File: config.mk
export PLATFORM = sky130hd
export DESIGN_NAME = reg_rename_map
export DESIGN_NICKNAME = d
export VERILOG_FILES = /design/src/rtl/rm_pkg.sv /design/src/rtl/rm_class_decode.sv /design/src/rtl/rm_map_table.sv /design/src/rtl/rm_free_list.sv /design/src/rtl/reg_rename_map.sv
export SDC_FILE = /design/constraint.sdc
export NUM_CORES = 1
export LEC_CHECK = 0
export BUFFER_PORTS_ARGS = -buffer_cell sky130_fd_sc_hd__buf_2
export CORE_UTILIZATION = 31
export DETAILED_ROUTE_END_ITERATION = 10
export GPL_TIMING_DRIVEN = 0
export PLACE_DENSITY = 0.44
export RECOVER_POWER = 100
export SKIP_CTS_REPAIR_TIMING = 1
export SLEW_MARGIN = 10
export SYNTH_ARGS = -nofsm -noshare
export SYNTH_HDL_FRONTEND = slang
export SYNTH_HIERARCHICAL = 1
export SYNTH_SLANG_ARGS = --single-unit
File: constraint.sdc
create_clock -name clk -period 6.05 [get_ports clk]
set_clock_uncertainty 0.15 [all_clocks]
set_input_delay 0.605 -clock clk [delete_from_list [all_inputs] [get_ports clk]]
set_output_delay 0.605 -clock clk [all_outputs]
set_load 0.01 [all_outputs]
File: src/rtl/rm_pkg.sv
package rm_pkg;
  typedef enum logic [1:0] {
    CLS_INT  = 2'd0,
    CLS_FP   = 2'd1,
    CLS_MISC = 2'd2,
    CLS_BAD  = 2'd3
  } reg_class_e;
endpackage

File: src/rtl/rm_class_decode.sv
module rm_class_decode
  import rm_pkg::*;
#(
  parameter int INT_ARCH  = 8,
  parameter int FP_ARCH   = 8,
  parameter int MISC_ARCH = 4,
  parameter int AW        = 5
) (
  input  logic [AW-1:0] arch_idx,
  output reg_class_e    cls,
  output logic [AW-1:0] rel_idx
);
  localparam logic [AW:0] LIM_INT  = (AW+1)'(INT_ARCH);
  localparam logic [AW:0] LIM_FP   = (AW+1)'(INT_ARCH + FP_ARCH);
  localparam logic [AW:0] LIM_MISC = (AW+1)'(INT_ARCH + FP_ARCH + MISC_ARCH);

  logic [AW:0] ext_idx;
  logic [AW:0] rel_ext;

  always_comb begin
    ext_idx = {1'b0, arch_idx};
    if (ext_idx < LIM_INT) begin
      cls     = CLS_INT;
      rel_ext = ext_idx;
    end else if (ext_idx < LIM_FP) begin
      cls     = CLS_FP;
      rel_ext = ext_idx - LIM_INT;
    end else if (ext_idx < LIM_MISC) begin
      cls     = CLS_MISC;
      rel_ext = ext_idx - LIM_FP;
    end else begin
      cls     = CLS_BAD;
      rel_ext = '0;
    end
    rel_idx = rel_ext[AW-1:0];
  end
endmodule

File: src/rtl/rm_map_table.sv
module rm_map_table #(
  parameter int N    = 8,
  parameter int PW   = 6,
  parameter int BASE = 0,
  localparam int IW  = (N > 1) ? $clog2(N) : 1
) (
  input  logic          clk,
  input  logic          rst_n,
  input  logic          wr_en,
  input  logic [IW-1:0] wr_idx,
  input  logic [PW-1:0] wr_data,
  input  logic          set_en,
  input  logic [IW-1:0] set_idx,
  input  logic [PW-1:0] set_data,
  input  logic [IW-1:0] rd_a_idx,
  output logic [PW-1:0] rd_a_data,
  input  logic [IW-1:0] rd_b_idx,
  output logic [PW-1:0] rd_b_data
);
  logic [PW-1:0] ent_q [N];
  logic [PW-1:0] ent_d [N];
  logic [N-1:0]  ent_en;

  always_comb begin
    for (int i = 0; i < N; i++) begin
      ent_en[i] = 1'b0;
      ent_d[i]  = ent_q[i];
      if (wr_en && (wr_idx == IW'(i))) begin
        ent_en[i] = 1'b1;
        ent_d[i]  = wr_data;
      end
      if (set_en && (set_idx == IW'(i))) begin
        ent_en[i] = 1'b1;
        ent_d[i]  = set_data;
      end
    end
  end

  for (genvar g = 0; g < N; g++) begin : g_ent
    always_ff @(posedge clk or negedge rst_n) begin
      if (!rst_n) begin
        ent_q[g] <= PW'(BASE + g);
      end else if (ent_en[g]) begin
        ent_q[g] <= ent_d[g];
      end
    end
  end

  assign rd_a_data = ent_q[rd_a_idx];
  assign rd_b_data = ent_q[rd_b_idx];

  // a write becomes visible on the read port one cycle later
  a_r11_write_visible: assert property (@(posedge clk) disable iff (!rst_n)
    (wr_en && !set_en) |=> (ent_q[$past(wr_idx)] == $past(wr_data)));
endmodule

File: src/rtl/rm_free_list.sv
module rm_free_list #(
  parameter int DEPTH     = 8,
  parameter int PW        = 6,
  parameter int FILL_BASE = 8,
  localparam int PTRW     = (DEPTH > 1) ? $clog2(DEPTH) : 1,
  localparam int CW       = $clog2(DEPTH + 1)
) (
  input  logic          clk,
  input  logic          rst_n,
  input  logic          push,
  input  logic [PW-1:0] push_data,
  input  logic          pop,
  output logic [PW-1:0] head,
  output logic [CW-1:0] count,
  output logic          empty
);
  localparam logic [CW-1:0]   FULL_CNT = CW'(DEPTH);
  localparam logic [PTRW-1:0] LAST_PTR = PTRW'(DEPTH - 1);

  logic [PW-1:0]   slot_q [DEPTH];
  logic [PTRW-1:0] rd_q, rd_d, wr_q, wr_d;
  logic [CW-1:0]   cnt_q, cnt_d;
  logic            do_push, do_pop;

  always_comb begin
    do_pop  = pop && (cnt_q != '0);
    do_push = push && ((cnt_q != FULL_CNT) || do_pop);
    rd_d    = rd_q;
    wr_d    = wr_q;
    cnt_d   = cnt_q;
    if (do_pop)  rd_d = (rd_q == LAST_PTR) ? '0 : rd_q + PTRW'(1);
    if (do_push) wr_d = (wr_q == LAST_PTR) ? '0 : wr_q + PTRW'(1);
    if (do_push && !do_pop) cnt_d = cnt_q + CW'(1);
    if (do_pop && !do_push) cnt_d = cnt_q - CW'(1);
  end

  always_ff @(posedge clk or negedge rst_n) begin
    if (!rst_n) begin
      rd_q  <= '0;
      wr_q  <= '0;
      cnt_q <= FULL_CNT;
    end else begin
      rd_q  <= rd_d;
      wr_q  <= wr_d;
      cnt_q <= cnt_d;
    end
  end

  for (genvar g = 0; g < DEPTH; g++) begin : g_slot
    always_ff @(posedge clk or negedge rst_n) begin
      if (!rst_n) begin
        slot_q[g] <= PW'(FILL_BASE + g);
      end else if (do_push && (wr_q == PTRW'(g))) begin
        slot_q[g] <= push_data;
      end
    end
  end

  assign head  = slot_q[rd_q];
  assign count = cnt_q;
  assign empty = (cnt_q == '0);

  // never push into a full list
  a_r12_no_overflow: assert property (@(posedge clk) disable iff (!rst_n)
    push |-> ((cnt_q != FULL_CNT) || pop));
  // never pop an empty list
  a_r10_no_underflow: assert property (@(posedge clk) disable iff (!rst_n)
    pop |-> (cnt_q != '0));
  // a lone pop lowers the count by exactly one
  a_r12_count_step: assert property (@(posedge clk) disable iff (!rst_n)
    (pop && !push) |=> (cnt_q == $past(cnt_q) - CW'(1)));
endmodule

File: src/rtl/reg_rename_map.sv
module reg_rename_map
  import rm_pkg::*;
#(
  parameter int INT_ARCH   = 8,
  parameter int FP_ARCH    = 8,
  parameter int MISC_ARCH  = 4,
  parameter int INT_PHYS   = 16,
  parameter int FP_PHYS    = 16,
  parameter int INT_ZERO   = 0,
  parameter bit FP_ZERO_EN = 1'b1,
  parameter int FP_ZERO    = 7,
  localparam int AW        = $clog2(INT_ARCH + FP_ARCH + MISC_ARCH),
  localparam int PW        = $clog2(INT_PHYS + FP_PHYS + MISC_ARCH),
  localparam int INT_DEPTH = INT_PHYS - INT_ARCH,
  localparam int FP_DEPTH  = FP_PHYS - FP_ARCH,
  localparam int CW        = $clog2(((INT_DEPTH > FP_DEPTH) ? INT_DEPTH : FP_DEPTH) + 1)
) (
  input  logic          clk,
  input  logic          rst_n,
  input  logic          ren_valid,
  input  logic [AW-1:0] ren_arch,
  output logic          ren_ready,
  output logic [PW-1:0] ren_new,
  output logic [PW-1:0] ren_prev,
  output logic          ren_err,
  input  logic [AW-1:0] lk_arch,
  output logic [PW-1:0] lk_phys,
  input  logic          set_valid,
  input  logic [AW-1:0] set_arch,
  input  logic [PW-1:0] set_phys,
  output logic          set_err,
  input  logic          free_int_valid,
  input  logic [PW-1:0] free_int_phys,
  input  logic          free_fp_valid,
  input  logic [PW-1:0] free_fp_phys,
  output logic [CW-1:0] free_count
);
  localparam int IIW = (INT_ARCH > 1) ? $clog2(INT_ARCH) : 1;
  localparam int FIW = (FP_ARCH > 1) ? $clog2(FP_ARCH) : 1;
  localparam int ICW = $clog2(INT_DEPTH + 1);
  localparam int FCW = $clog2(FP_DEPTH + 1);
  localparam logic [PW-1:0] MISC_BASE = PW'(INT_PHYS + FP_PHYS);
  localparam logic [PW-1:0] INT_ZPHYS = PW'(INT_ZERO);
  localparam logic [PW-1:0] FP_ZPHYS  = PW'(INT_PHYS + FP_ZERO);
  localparam logic [PW-1:0] FP_LO     = PW'(INT_PHYS);

  // reset: asynchronous assert, synchronous release
  logic rst_s1, rst_q;
  always_ff @(posedge clk or negedge rst_n) begin
    if (!rst_n) begin
      rst_s1 <= 1'b0;
      rst_q  <= 1'b0;
    end else begin
      rst_s1 <= 1'b1;
      rst_q  <= rst_s1;
    end
  end

  reg_class_e    r_cls, l_cls, s_cls;
  logic [AW-1:0] r_rel, l_rel, s_rel;

  rm_class_decode #(.INT_ARCH(INT_ARCH), .FP_ARCH(FP_ARCH), .MISC_ARCH(MISC_ARCH), .AW(AW))
    u_dec_ren (.arch_idx(ren_arch), .cls(r_cls), .rel_idx(r_rel));
  rm_class_decode #(.INT_ARCH(INT_ARCH), .FP_ARCH(FP_ARCH), .MISC_ARCH(MISC_ARCH), .AW(AW))
    u_dec_lk  (.arch_idx(lk_arch),  .cls(l_cls), .rel_idx(l_rel));
  rm_class_decode #(.INT_ARCH(INT_ARCH), .FP_ARCH(FP_ARCH), .MISC_ARCH(MISC_ARCH), .AW(AW))
    u_dec_set (.arch_idx(set_arch), .cls(s_cls), .rel_idx(s_rel));

  logic          r_zero_int, r_zero_fp, r_zero;
  logic          int_pop, fp_pop, int_empty, fp_empty;
  logic [PW-1:0] int_head, fp_head;
  logic [ICW-1:0] int_cnt;
  logic [FCW-1:0] fp_cnt;
  logic [PW-1:0] int_prev, fp_prev, int_lk, fp_lk;
  logic [PW-1:0] r_misc_phys, l_misc_phys, s_misc_phys;

  always_comb begin
    r_zero_int  = (r_cls == CLS_INT) && (r_rel == AW'(INT_ZERO));
    r_zero_fp   = FP_ZERO_EN && (r_cls == CLS_FP) && (r_rel == AW'(FP_ZERO));
    r_zero      = r_zero_int || r_zero_fp;
    r_misc_phys = MISC_BASE + PW'(r_rel);
    l_misc_phys = MISC_BASE + PW'(l_rel);
    s_misc_phys = MISC_BASE + PW'(s_rel);

    ren_ready = !((r_cls == CLS_INT) && !r_zero && int_empty) &&
                !((r_cls == CLS_FP)  && !r_zero && fp_empty);
    int_pop   = ren_valid && (r_cls == CLS_INT) && !r_zero && !int_empty;
    fp_pop    = ren_valid && (r_cls == CLS_FP)  && !r_zero && !fp_empty;
    ren_err   = ren_valid && (r_cls == CLS_BAD);

    unique case (r_cls)
      CLS_INT: begin
        ren_new  = r_zero ? INT_ZPHYS : int_head;
        ren_prev = r_zero ? INT_ZPHYS : int_prev;
      end
      CLS_FP: begin
        ren_new  = r_zero ? FP_ZPHYS : fp_head;
        ren_prev = r_zero ? FP_ZPHYS : fp_prev;
      end
      CLS_MISC: begin
        ren_new  = r_misc_phys;
        ren_prev = r_misc_phys;
      end
      default: begin
        ren_new  = '0;
        ren_prev = '0;
      end
    endcase

    unique case (l_cls)
      CLS_INT:  lk_phys = int_lk;
      CLS_FP:   lk_phys = fp_lk;
      CLS_MISC: lk_phys = l_misc_phys;
      default:  lk_phys = '0;
    endcase

    set_err = set_valid && ((s_cls == CLS_BAD) ||
              ((s_cls == CLS_MISC) && (set_phys != s_misc_phys)));

    free_count = (CW'(int_cnt) < CW'(fp_cnt)) ? CW'(int_cnt) : CW'(fp_cnt);
  end

  rm_map_table #(.N(INT_ARCH), .PW(PW), .BASE(0)) u_int_tab (
    .clk(clk), .rst_n(rst_q),
    .wr_en(int_pop), .wr_idx(r_rel[IIW-1:0]), .wr_data(int_head),
    .set_en(set_valid && (s_cls == CLS_INT)), .set_idx(s_rel[IIW-1:0]), .set_data(set_phys),
    .rd_a_idx(r_rel[IIW-1:0]), .rd_a_data(int_prev),
    .rd_b_idx(l_rel[IIW-1:0]), .rd_b_data(int_lk)
  );

  rm_map_table #(.N(FP_ARCH), .PW(PW), .BASE(INT_PHYS)) u_fp_tab (
    .clk(clk), .rst_n(rst_q),
    .wr_en(fp_pop), .wr_idx(r_rel[FIW-1:0]), .wr_data(fp_head),
    .set_en(set_valid && (s_cls == CLS_FP)), .set_idx(s_rel[FIW-1:0]), .set_data(set_phys),
    .rd_a_idx(r_rel[FIW-1:0]), .rd_a_data(fp_prev),
    .rd_b_idx(l_rel[FIW-1:0]), .rd_b_data(fp_lk)
  );

  rm_free_list #(.DEPTH(INT_DEPTH), .PW(PW), .FILL_BASE(INT_ARCH)) u_int_fl (
    .clk(clk), .rst_n(rst_q),
    .push(free_int_valid), .push_data(free_int_phys),
    .pop(int_pop), .head(int_head), .count(int_cnt), .empty(int_empty)
  );

  rm_free_list #(.DEPTH(FP_DEPTH), .PW(PW), .FILL_BASE(INT_PHYS + FP_ARCH)) u_fp_fl (
    .clk(clk), .rst_n(rst_q),
    .push(free_fp_valid), .push_data(free_fp_phys),
    .pop(fp_pop), .head(fp_head), .count(fp_cnt), .empty(fp_empty)
  );

  // an accepted integer allocation lies below the floating-point range
  a_r5_int_range: assert property (@(posedge clk) disable iff (!rst_q)
    (ren_valid && ren_ready && (r_cls == CLS_INT) && !r_zero) |-> (ren_new < FP_LO));
  // an accepted floating-point allocation lies in its own range
  a_r5_fp_range: assert property (@(posedge clk) disable iff (!rst_q)
    (ren_valid && ren_ready && (r_cls == CLS_FP) && !r_zero) |->
      ((ren_new >= FP_LO) && (ren_new < MISC_BASE)));
  // miscellaneous renames report matching new and previous numbers above the file
  a_r4_misc_fixed: assert property (@(posedge clk) disable iff (!rst_q)
    (ren_valid && (r_cls == CLS_MISC)) |-> ((ren_new == ren_prev) && (ren_new >= MISC_BASE)));
  // a zero-register rename leaves the free capacity alone
  a_r2_zero_keeps_count: assert property (@(posedge clk) disable iff (!rst_q)
    (ren_valid && r_zero && !free_int_valid && !free_fp_valid) |=> $stable(free_count));
endmodule

==> run metrics, run 1 <==
status=complete, but fails checks; failing checks=capacitance limit, slew limit; max-cap violations=2; layout cells sized above 1=33.0%; Cell Pwr Density=495 mW/mm2; clk slew on worst S/H paths=0.06 ns; CTS H-tree lvls=1; CTS Buffer Depth=3; WS Path Type=in -> reg; VDD IR max=0.221 mV; GRT Util Overall=17.4%; Design Area, Final=0.0148 mm2; CTS tree=built; reg2reg start=u_fp_fl/count[3]$_DFFE_PN1P_; slew margin rel.=-104%; Post-Syn Instances=1067; Fmax achieved=195 MHz; wire per inst=21.8 um; max-slew violations=102; top_reg_cell synth=dfrtp_1; GPL Wtd Cong=0.786; Final Cycle Share=84.9%; Area Growth Syn to Fin=12.0%; sequential area share after synthesis=41.2%; dpl hpwl=26600 um; vias in the first global route=9142; starting density of the core=31.5%; asr flop ratio synth=100%; flops & latches, synth=214; worst skew pair latency=0.55 ns; DRT iter0 DRCs=440; row cnt=75; Critical Path Start=ren_arch[3]; Fin. Hold Viols=0; CP max FO=11; area of the mapped netlist=0.0132 mm2; final setup fails=0; Yosys cell types=55; HP Class=reg -> async; Initial DRT Pass Iterations=5; IO buf count=61; Post-Place Cell Area=0.0143 mm2; Required @ worst endpoint=6.39 ns; Die Wd=209 um; CP Launch Type=input port; hold slack final=0.150 ns; global-route wire length before repair=58100 um; CTS Root Buffer Type=clkbuf_16; grt ovf=0; largest net degree at the start of global routing=62; die height=209 um; Antenna diodes=0; ANT nets after route=0; crit path DAT=5.48 ns; vias=8889; initial antenna violation count=0; unrepaired setup endpoints after global routing=no; number of top-level pins=64; die area=0.0435 mm2; utilization after layout=35.3%; min Tclk post-route=5.14 ns; TritonCTS Buffers=27; setup TNS=0 ns; detailed-route wire length=37600 um; clk sinks=214; nets=1229; EDFF count, synth=0; Tightest Pin Transition=3.06 ns; Core Area=0.0420 mm2; Syn Area/Cell=12.4 um2; Leak=6.21 nW; drt via density=5.15; post-route DRC violation count=0; crit end category=register; Ys Warns=6
==> cells by family (layout without fill, tap and decap cells) <==
| family | Yosys count | in the layout | synth area share (%) |
|---|---|---|---|
| AO/OA/AOI/OAI | 147 | 147 | 6.68 |
| buffers and inverters | 110 | 226 | 4.30 |
| AND/OR/NAND/NOR | 235 | 235 | 10.6 |
| XOR/XNOR | 11 | 11 | 0.728 |
| flip-flops | 214 | 214 | 41.2 |
| adder cells (fa/ha/maj) | 25 | 25 | 2.48 |
| multiplexers | 321 | 321 | 33.9 |
| other | 4 | 7 | 0.113 |
==> synthesized netlist by cell type, types with 7 or more instances <==
cell | number | share of area (%)
nand4b_1 | 13 | 0.86
nand3_4 | 10 | 1.3
buf_6 | 12 | 1.0
inv_1 | 15 | 0.43
buf_4 | 10 | 0.57
clkbuf_1 | 27 | 0.77
nor2_1 | 64 | 1.8
nand2_1 | 75 | 2.1
dfstp_2 | 82 | 16
o21ai_0 | 52 | 2.0
mux2_4 | 36 | 4.1
o21ai_1 | 9 | 0.34
nor4bb_1 | 12 | 0.91
mux4_1 | 16 | 3.2
mux4_2 | 56 | 9.5
dfrtp_1 | 132 | 25
mux2_2 | 107 | 9.1
buf_2 | 23 | 0.87
buf_1 | 23 | 0.65
o221ai_1 | 8 | 0.53
o21ai_2 | 8 | 0.53
or3_1 | 7 | 0.33
mux2i_1 | 106 | 8.0
ha_1 | 23 | 2.2
a21oi_1 | 52 | 2.0
==> metal layers <==
metal  wire length, um  up-vias  track usage (%)
li1                  -     4135                -
met1             17700     4502             24.7
met2             16700      201             26.8
met3              2260       51             4.09
met4               918        0             4.41
met5                 0        -                0
==> worst paths after layout <==
path / to / slack, ns / depth (start not counted)
worst max-delay path: u_fp_fl/count[3]$_DFFE_PN1P_ / 0.91 / 15
worst min-delay path: u_fp_fl/count[2]$_DFFE_PN0P_ / 0.15 / 0
worst max register to register: u_fp_fl/count[3]$_DFFE_PN1P_ / 1.89 / 10
worst min register to register: u_fp_fl/count[2]$_DFFE_PN0P_ / 0.15 / 0
max in group asynchronous: u_fp_tab/ent_q[23]$_DFFE_PN0P_ / 2.25 / 1
min in group clk: rst_q$_DFF_PN0_ / 0.20 / 0
==> flip-flops by register name, summed over array words and instances (netlist names) <==
signal,cells
u_int_fl/rd_q,3
u_fp_fl/slot_q,48
u_int_fl/wr_q,3
u_fp_fl/count,4
u_int_fl/slot_q,48
u_int_fl/count,4
u_int_tab/ent_q,48
u_fp_fl/wr_q,3
rst_s1,1
u_fp_tab/ent_q,48
rst_q,1
u_fp_fl/rd_q,3
==> area by class of cell <==
cell class,count,area (um2)
fillers,4255,27200
clock buffers,40,785
well taps,539,674
flip-flops and latches,214,5460
inverters,15,56.3
repair buffers,66,349
plain buffers,95,487
multi-input cells,746,6920
clock inverters,10,106
==> placed cells by master, fill, tap and decap left out, types with 15 or more instances in the layout <==
master and instances:
mux2i_1 106, nand2_1 79, a21oi_1 52, ha_1 23, mux2_1 33, clkbuf_16 27, mux2_2 104, clkbuf_1 66
buf_2 58, dfrtp_1 132, mux4_2 56, mux4_1 16, inv_1 15, nor2_1 64, buf_1 21, dfstp_2 81
o21ai_0 60
==> power breakdown <==
part	total (W)	leakage (nW)	switching [W]	internal, W
Sequential	0.00276	2.48	0.000458	0.00230
Combinational	0.00296	3.29	0.00148	0.00149
Clock	0.00163	0.441	0.000648	0.000978
==> stage by stage <==
stage	cells	power [W]	worst slack, ns
floorplan	1070	0.00499	1.84
global placement	1670	0.00591	0.644
detailed placement	1674	0.00597	0.551
CTS	1724	0.00765	1.13
global route	1725	0.00784	0.508
finish	1725	0.00735	0.911
==> critical path, stage by stage <==
cell and delay (ns):
buf_2 0.10, o21ai_0 0.17, and2_1 0.67, or4_1 0.26
a2111oi_4 0.11, clkbuf_1 0.30, nor4b_1 1.22, o21ai_1 0.42
or2_2 0.44, inv_1 0.08, ha_1 0.24, or2_2 0.29
a21oi_1 0.22, mux2i_1 0.20, nand3b_1 0.12
Power figures use the tool's default switching activity.
==> run 2, diff against run 1 <==
--- a/config.mk
+++ b/config.mk
@@ -9,7 +9,7 @@
 export CORE_UTILIZATION = 31
 export DETAILED_ROUTE_END_ITERATION = 10
 export GPL_TIMING_DRIVEN = 0
-export PLACE_DENSITY = 0.44
+export PLACE_DENSITY = 0.42
 export RECOVER_POWER = 100
 export SKIP_CTS_REPAIR_TIMING = 1
 export SLEW_MARGIN = 10
==> constraint.sdc (replaced) <==
create_clock -name clk -period 5.2 [get_ports clk]
set_clock_uncertainty 0.15 [all_clocks]
set_input_delay 0.52 -clock clk [delete_from_list [all_inputs] [get_ports clk]]
set_output_delay 0.52 -clock clk [all_outputs]
set_load 0.01 [all_outputs]
==> run metrics, run 2 (same netlist as run 1, synthesis figures left out) <==
vias in the first global route=8975 (was 9142); dpl hpwl=26400 um (was 26600 um); HP Class=in -> async (was reg -> async); ANT nets after route=0 (unchanged); critical-path cell list=buf_2 > o21ai_1 > and2_0 > or4_1 > a2111oi_4 > buf_2 > nor3_1 > o21ai_1 > or2_2 > inv_1 > ha_1 > or2_2 > nand3_1 > mux2_2 > nand3b_1 (was buf_2 > o21ai_0 > and2_1 > or4_1 > a2111oi_4 > clkbuf_1 > nor4b_1 > o21ai_1 > or2_2 > inv_1 > ha_1 > or2_2 > a21oi_1 > mux2i_1 > nand3b_1); post-route DRC violation count=0 (unchanged); global-route wire length before repair=58400 um (was 58100 um); cell count along the critical path=15 (unchanged); status=complete, but fails checks (unchanged); Leak=6.28 nW (was 6.21 nW); clk sinks=214 (unchanged); clk slew on worst S/H paths=0.05 ns (was 0.06 ns); utilization after layout=35.8% (was 35.3%); wire per inst=22.0 um (was 21.8 um); CTS Root Buffer Type=clkbuf_16 (unchanged); CP max FO=11 (unchanged); min Tclk post-route=4.40 ns; final setup fails=0 (unchanged); CTS tree=built (unchanged); CTS H-tree lvls=1 (unchanged); Area Growth Syn to Fin=13.5% (was 12.0%); Fin. Hold Viols=0 (unchanged); Die Wd=209 um (unchanged); reg2reg start=u_int_fl/count[1]$_DFFE_PN0P_ (was u_fp_fl/count[3]$_DFFE_PN1P_); Worst path max stage delay=0.74 ns (was 1.22 ns); drt via density=5.10 (was 5.15); grt ovf=0 (unchanged); Design Area, Final=0.0150 mm2 (was 0.0148 mm2); slew margin rel.=-47.9% (was -104%); nets=1229 (unchanged); number of top-level pins=64 (unchanged); worst skew pair latency=0.54 ns (was 0.55 ns); max-cap violations=3 (was 2); most frequent cells in the layout=dfrtp_1 (132), mux2i_1 (106), mux2_2 (103), dfstp_2 (81), nand2_1 (79) (was dfrtp_1 (132), mux2i_1 (106), mux2_2 (104), dfstp_2 (81), nand2_1 (79)); leading cell type in the layout, fill and taps excluded=dfrtp_1 (unchanged); worst reg2reg path endpoint=u_int_fl/count[3]$_DFFE_PN1P_ (was u_fp_fl/count[3]$_DFFE_PN1P_); CP Launch Type=input port (unchanged); Fillers=4265 (was 4255); Core Area=0.0420 mm2 (unchanged); WS Path Type=in -> reg (unchanged); detailed-route wire length=38000 um (was 37600 um); IO buf count=61 (unchanged); Initial DRT Pass Iterations=5 (unchanged); vias=8810 (was 8889); Antenna diodes=0 (unchanged); r2r setup slk=1.58 ns (was 1.89 ns); R2R cell count=14 (was 10); Required @ worst endpoint=5.53 ns (was 6.39 ns); slowest cell on the critical path=and2_0 (was nor4b_1); Post-Place Cell Area=0.0143 mm2 (about the same); CTS Buffer Depth=3 (unchanged); Cell Pwr Density=593 mW/mm2 (was 495 mW/mm2); GRT Util Overall=17.7% (was 17.4%); largest net degree at the start of global routing=58 (was 62); max-slew violations=145 (was 102); Final Cycle Share=84.7%; PnR Total Power=0.00892 W (was 0.00735 W); DRT iter0 DRCs=477 (was 440); VDD IR max=0.297 mV (was 0.221 mV); TritonCTS Buffers=28 (was 27); layout cells sized above 1=33.9% (was 33.0%); initial antenna violation count=3 (was 0); row cnt=75 (unchanged); unrepaired setup endpoints after global routing=no (unchanged); GPL Wtd Cong=0.783 (was 0.786); Tightest Pin Transition=2.22 ns (was 3.06 ns); CP bufs+invs=3 (unchanged); die area=0.0435 mm2 (unchanged); die height=209 um (unchanged); failing checks=capacitance limit, slew limit (unchanged); cell family with most CP delay=simple AND/OR/NAND/NOR gates (unchanged); starting density of the core=31.5% (unchanged); Fmax achieved=227 MHz; crit end category=register (unchanged); crit path DAT=4.73 ns (was 5.48 ns)
==> run 2: changes by cell type in the layout (fill, tap and decap cells not counted), sizes merged <==
cell	delta
bufinv	+6
clkbuf	-6
clkinvlp	+5
buf	-2
clkinv	-1
inv	-1
==> run 2: worst max-delay path by stage <==
stage / start / endpoint / slack (ns)
6_report: ren_arch[3] / u_int_fl/count[3]$_DFFE_PN1P_ / 0.80
2_1_floorplan: ren_arch[3] / u_fp_fl/count[3]$_DFFE_PN1P_ / 1.08
4_1_cts: ren_arch[3] / u_fp_fl/count[3]$_DFFE_PN1P_ / 0.91
3_5_place_dp: ren_arch[3] / u_fp_fl/count[3]$_DFFE_PN1P_ / 0.36
5_1_grt: ren_arch[2] / u_int_fl/count[3]$_DFFE_PN1P_ / 0.36
3_3_place_gp: rst_q$_DFF_PN0_ / u_fp_tab/ent_q[3]$_DFFE_PN0P_ / -0.28
==> run 2: per-stage QoR <==
stage	std cells	setup WS [ns]	hold WS (ns)	TNS (ns)
6_report	1726	0.796	0.144	0
3_5_place_dp	1673	0.365	0.159	0
2_1_floorplan	1070	1.08	0.0744	0
4_1_cts	1725	0.910	-0.421	0
3_3_place_gp	1670	-0.275	0.156	-32.20
5_1_grt	1726	0.364	0.137	0
==> run 2: power by group <==
part	switching [W]	leakage (nW)	internal, W
Sequential	0.000537	2.48	0.00267
Combinational	0.00174	3.29	0.00173
Clock	0.000789	0.508	0.00144
==> run 2: cell type report <==
type                            instances  area (um2)  area share [%]
Clock inverter                         19         314            2.09
Tap cell                              539         674            4.49
Buffer                                 95         480            3.20
Sequential cell                       214        5460            36.3
Clock buffer                           33         761            5.06
Timing Repair Buffer                   65         332            2.21
Multi-Input combinational cell        746        6950            46.3
Inverter                               15        56.3           0.375
==> run 2: routing by layer <==
metal  wire length (um)  GRT usage (%)
met5                 33              0
met4                480           3.58
met3               1910           3.26
met2              17100           27.2
met1              18500           25.8
==> run 3, diff against run 2 <==
--- a/config.mk
+++ b/config.mk
@@ -9,7 +9,7 @@
 export CORE_UTILIZATION = 31
 export DETAILED_ROUTE_END_ITERATION = 10
 export GPL_TIMING_DRIVEN = 0
-export PLACE_DENSITY = 0.42
+export PLACE_DENSITY = 0.44
 export RECOVER_POWER = 100
 export SKIP_CTS_REPAIR_TIMING = 1
 export SLEW_MARGIN = 10
==> constraint.sdc (replaced) <==
create_clock -name clk -period 4 [get_ports clk]
set_clock_uncertainty 0.15 [all_clocks]
set_input_delay 0.4 -clock clk [delete_from_list [all_inputs] [get_ports clk]]
set_output_delay 0.4 -clock clk [all_outputs]
set_load 0.01 [all_outputs]
==> run metrics, run 3 (same netlist as run 1, synthesis figures left out) <==
status=finished clean (was complete, but fails checks); die height=209 um (unchanged); wire per inst=21.5 um (was 22.0 um); cell-internal power=0.00758 W (was 0.00585 W); unrepaired setup endpoints after global routing=no (unchanged); most frequent cells in the layout=dfrtp_1 (132), mux2i_1 (106), mux2_2 (100), dfstp_2 (81), nand2_1 (77) (was dfrtp_1 (132), mux2i_1 (106), mux2_2 (103), dfstp_2 (81), nand2_1 (79)); Antenna diodes=0 (unchanged); worst hold path depth=2; IO buf count=61 (unchanged); die area=0.0435 mm2 (unchanged); Core Area=0.0420 mm2 (unchanged); CTS tree=built (unchanged); CP Launch Type=input port (unchanged); TritonCTS Buffers=28 (unchanged); detailed-route wire length=37200 um (was 38000 um); vias=8924 (was 8810); CP max FO=11 (unchanged); Initial DRT Pass Iterations=5 (unchanged); Cell Pwr Density=765 mW/mm2 (was 593 mW/mm2); DRT iter0 DRCs=579 (was 477); clk slew on worst S/H paths=0.06 ns (was 0.05 ns); Required @ worst endpoint=4.33 ns (was 5.53 ns); utilization after layout=35.8% (about the same); max-cap violations=0 (was 3); layout cells sized above 1=35.0% (was 33.9%); Reg power frac=36.2% (was 36.0%); largest net degree at the start of global routing=57 (was 58); Hold Startpoint=free_int_phys[2]; slew margin rel.=4.42% (was -47.9%); Leak=6.38 nW (was 6.28 nW); R2R cell count=14 (unchanged); number of top-level pins=64 (unchanged); Fillers=4171 (was 4265); PnR Total Power=0.0115 W (was 0.00892 W); nets=1231 (was 1229); Die Wd=209 um (unchanged); GPL Wtd Cong=0.791 (was 0.783); final setup fails=0 (unchanged); Fin. Hold Viols=0 (unchanged); vias in the first global route=8989 (was 8975); Critical Path Start=ren_arch[4] (was ren_arch[3]); initial antenna violation count=3 (unchanged); worst skew pair latency=0.55 ns (was 0.54 ns); CTS Root Buffer Type=clkbuf_16 (unchanged); Fmax achieved=266 MHz; leading cell type in the layout, fill and taps excluded=dfrtp_1 (unchanged); reg2reg start=u_int_fl/count[1]$_DFFE_PN0P_ (unchanged); Net Sw Frac=34.2% (was 34.4%); drt via density=5.16 (was 5.10); HP Class=in -> reg (was in -> async); max-slew violations=0 (was 145); crit end category=register (unchanged); Tightest Pin Transition=1.43 ns (was 2.22 ns); crit path DAT=4.09 ns (was 4.73 ns); WS Path Type=in -> reg (unchanged); global-route wire length before repair=57800 um (was 58400 um); dpl hpwl=26300 um (was 26400 um); Post-Place Cells=1674 (was 1673); CTS Buffer Depth=3 (unchanged); starting density of the core=31.5% (unchanged); post-route DRC violation count=0 (unchanged); GRT Util Overall=17.4% (was 17.7%); non-filler cells, final=1728 (was 1726); combinational share of power=39.2% (was 39.0%); grt ovf=0 (unchanged); VDD IR max=0.369 mV (was 0.297 mV); min Tclk post-route=3.76 ns; row cnt=75 (unchanged); Area Growth Syn to Fin=13.6% (was 13.5%); clk sinks=214 (unchanged); CTS H-tree lvls=1 (unchanged); Final Cycle Share=94.0%; clock share of power=24.6% (was 25.0%); Switch Pwr=0.00393 W (was 0.00307 W); ANT nets after route=0 (unchanged)
-- run 3: cell count changes in the layout (fill, tap and decap cells not counted), moves of 3 or more --
cell        before  now
mux2_2         103  100
clkinvlp_4       6    0
clkbuf_8         2    7
clkbuf_1        60   53
clkbuf_2         2    5
mux2_4           6   11
buf_2           59   63
clkinv_2         4    7
-- run 3: per-layer routing --
metal / part of all wire (%) / track usage [%] / up-vias
met3: 6.8 / 4.37 / 44
li1: - / - / 4151
met1: 49 / 26.1 / 4512
met5: 0.062 / 0 / -
met2: 43 / 25.2 / 213
met4: 1.4 / 3.47 / 4
-- run 3: stage by stage --
stage	setup TNS [ns]	instance area [um2]	hold slack [ns]	setup slack, ns
final	0	15000	0.00808	0.238
after global routing	0	15000	-0.00326	0.0155
after CTS	-0.321	15400	-0.559	-0.200
after detailed placement	-18.74	14300	0.0378	-0.780
after global placement	-199.72	14200	0.0356	-1.46
after floorplan	0	13300	-0.0456	0.164
-- run 3: final cells by class --
cell class,count,area (um2),share of cell area (%)
inverter,15,56.3,0.374
clock buffer,39,833,5.54
clock inverter,13,215,1.43
multi-input combinational,746,6980,46.4
tap,539,674,4.48
sequential,214,5460,36.3
buffer,95,490,3.26
timing repair buffer,67,335,2.23
-- run 3: final timing paths --
kind                                                   end  slack, ns
setup reg to reg             u_int_fl/count[3]$_DFFE_PN1P_       0.67
max in group asynchronous   u_fp_tab/ent_q[44]$_DFFE_PN0P_       0.80
setup / recovery              u_fp_fl/count[3]$_DFFE_PN1P_       0.24
hold / removal             u_int_fl/slot_q[38]$_DFFE_PN0P_      0.008
min in group asynchronous  u_int_fl/slot_q[13]$_DFFE_PN0P_       0.24
hold reg to reg                            rst_q$_DFF_PN0_       0.19
-- run 3: critical path, cell delays in order --
cell	delay (ns)
buf_2	0.10
o21ai_1	0.10
and2_2	0.34
or4_4	0.57
a2111oi_4	0.48
clkbuf_4	0.34
nor4b_4	0.10
o21ai_1	0.26
or2_2	0.21
inv_1	0.06
ha_1	0.29
or2_2	0.29
a21oi_1	0.23
mux2i_1	0.21
nand3b_1	0.12
-- run 3: power groups by stage --
stage,clock network [W],logic (W),registers (W)
3_5_place_dp,0,0.00483,0.00420
6_report,0.00283,0.00451,0.00416
5_1_grt,0.00301,0.00495,0.00433
3_3_place_gp,0,0.00473,0.00423
2_1_floorplan,0,0.00358,0.00397
4_1_cts,0.00291,0.00485,0.00418
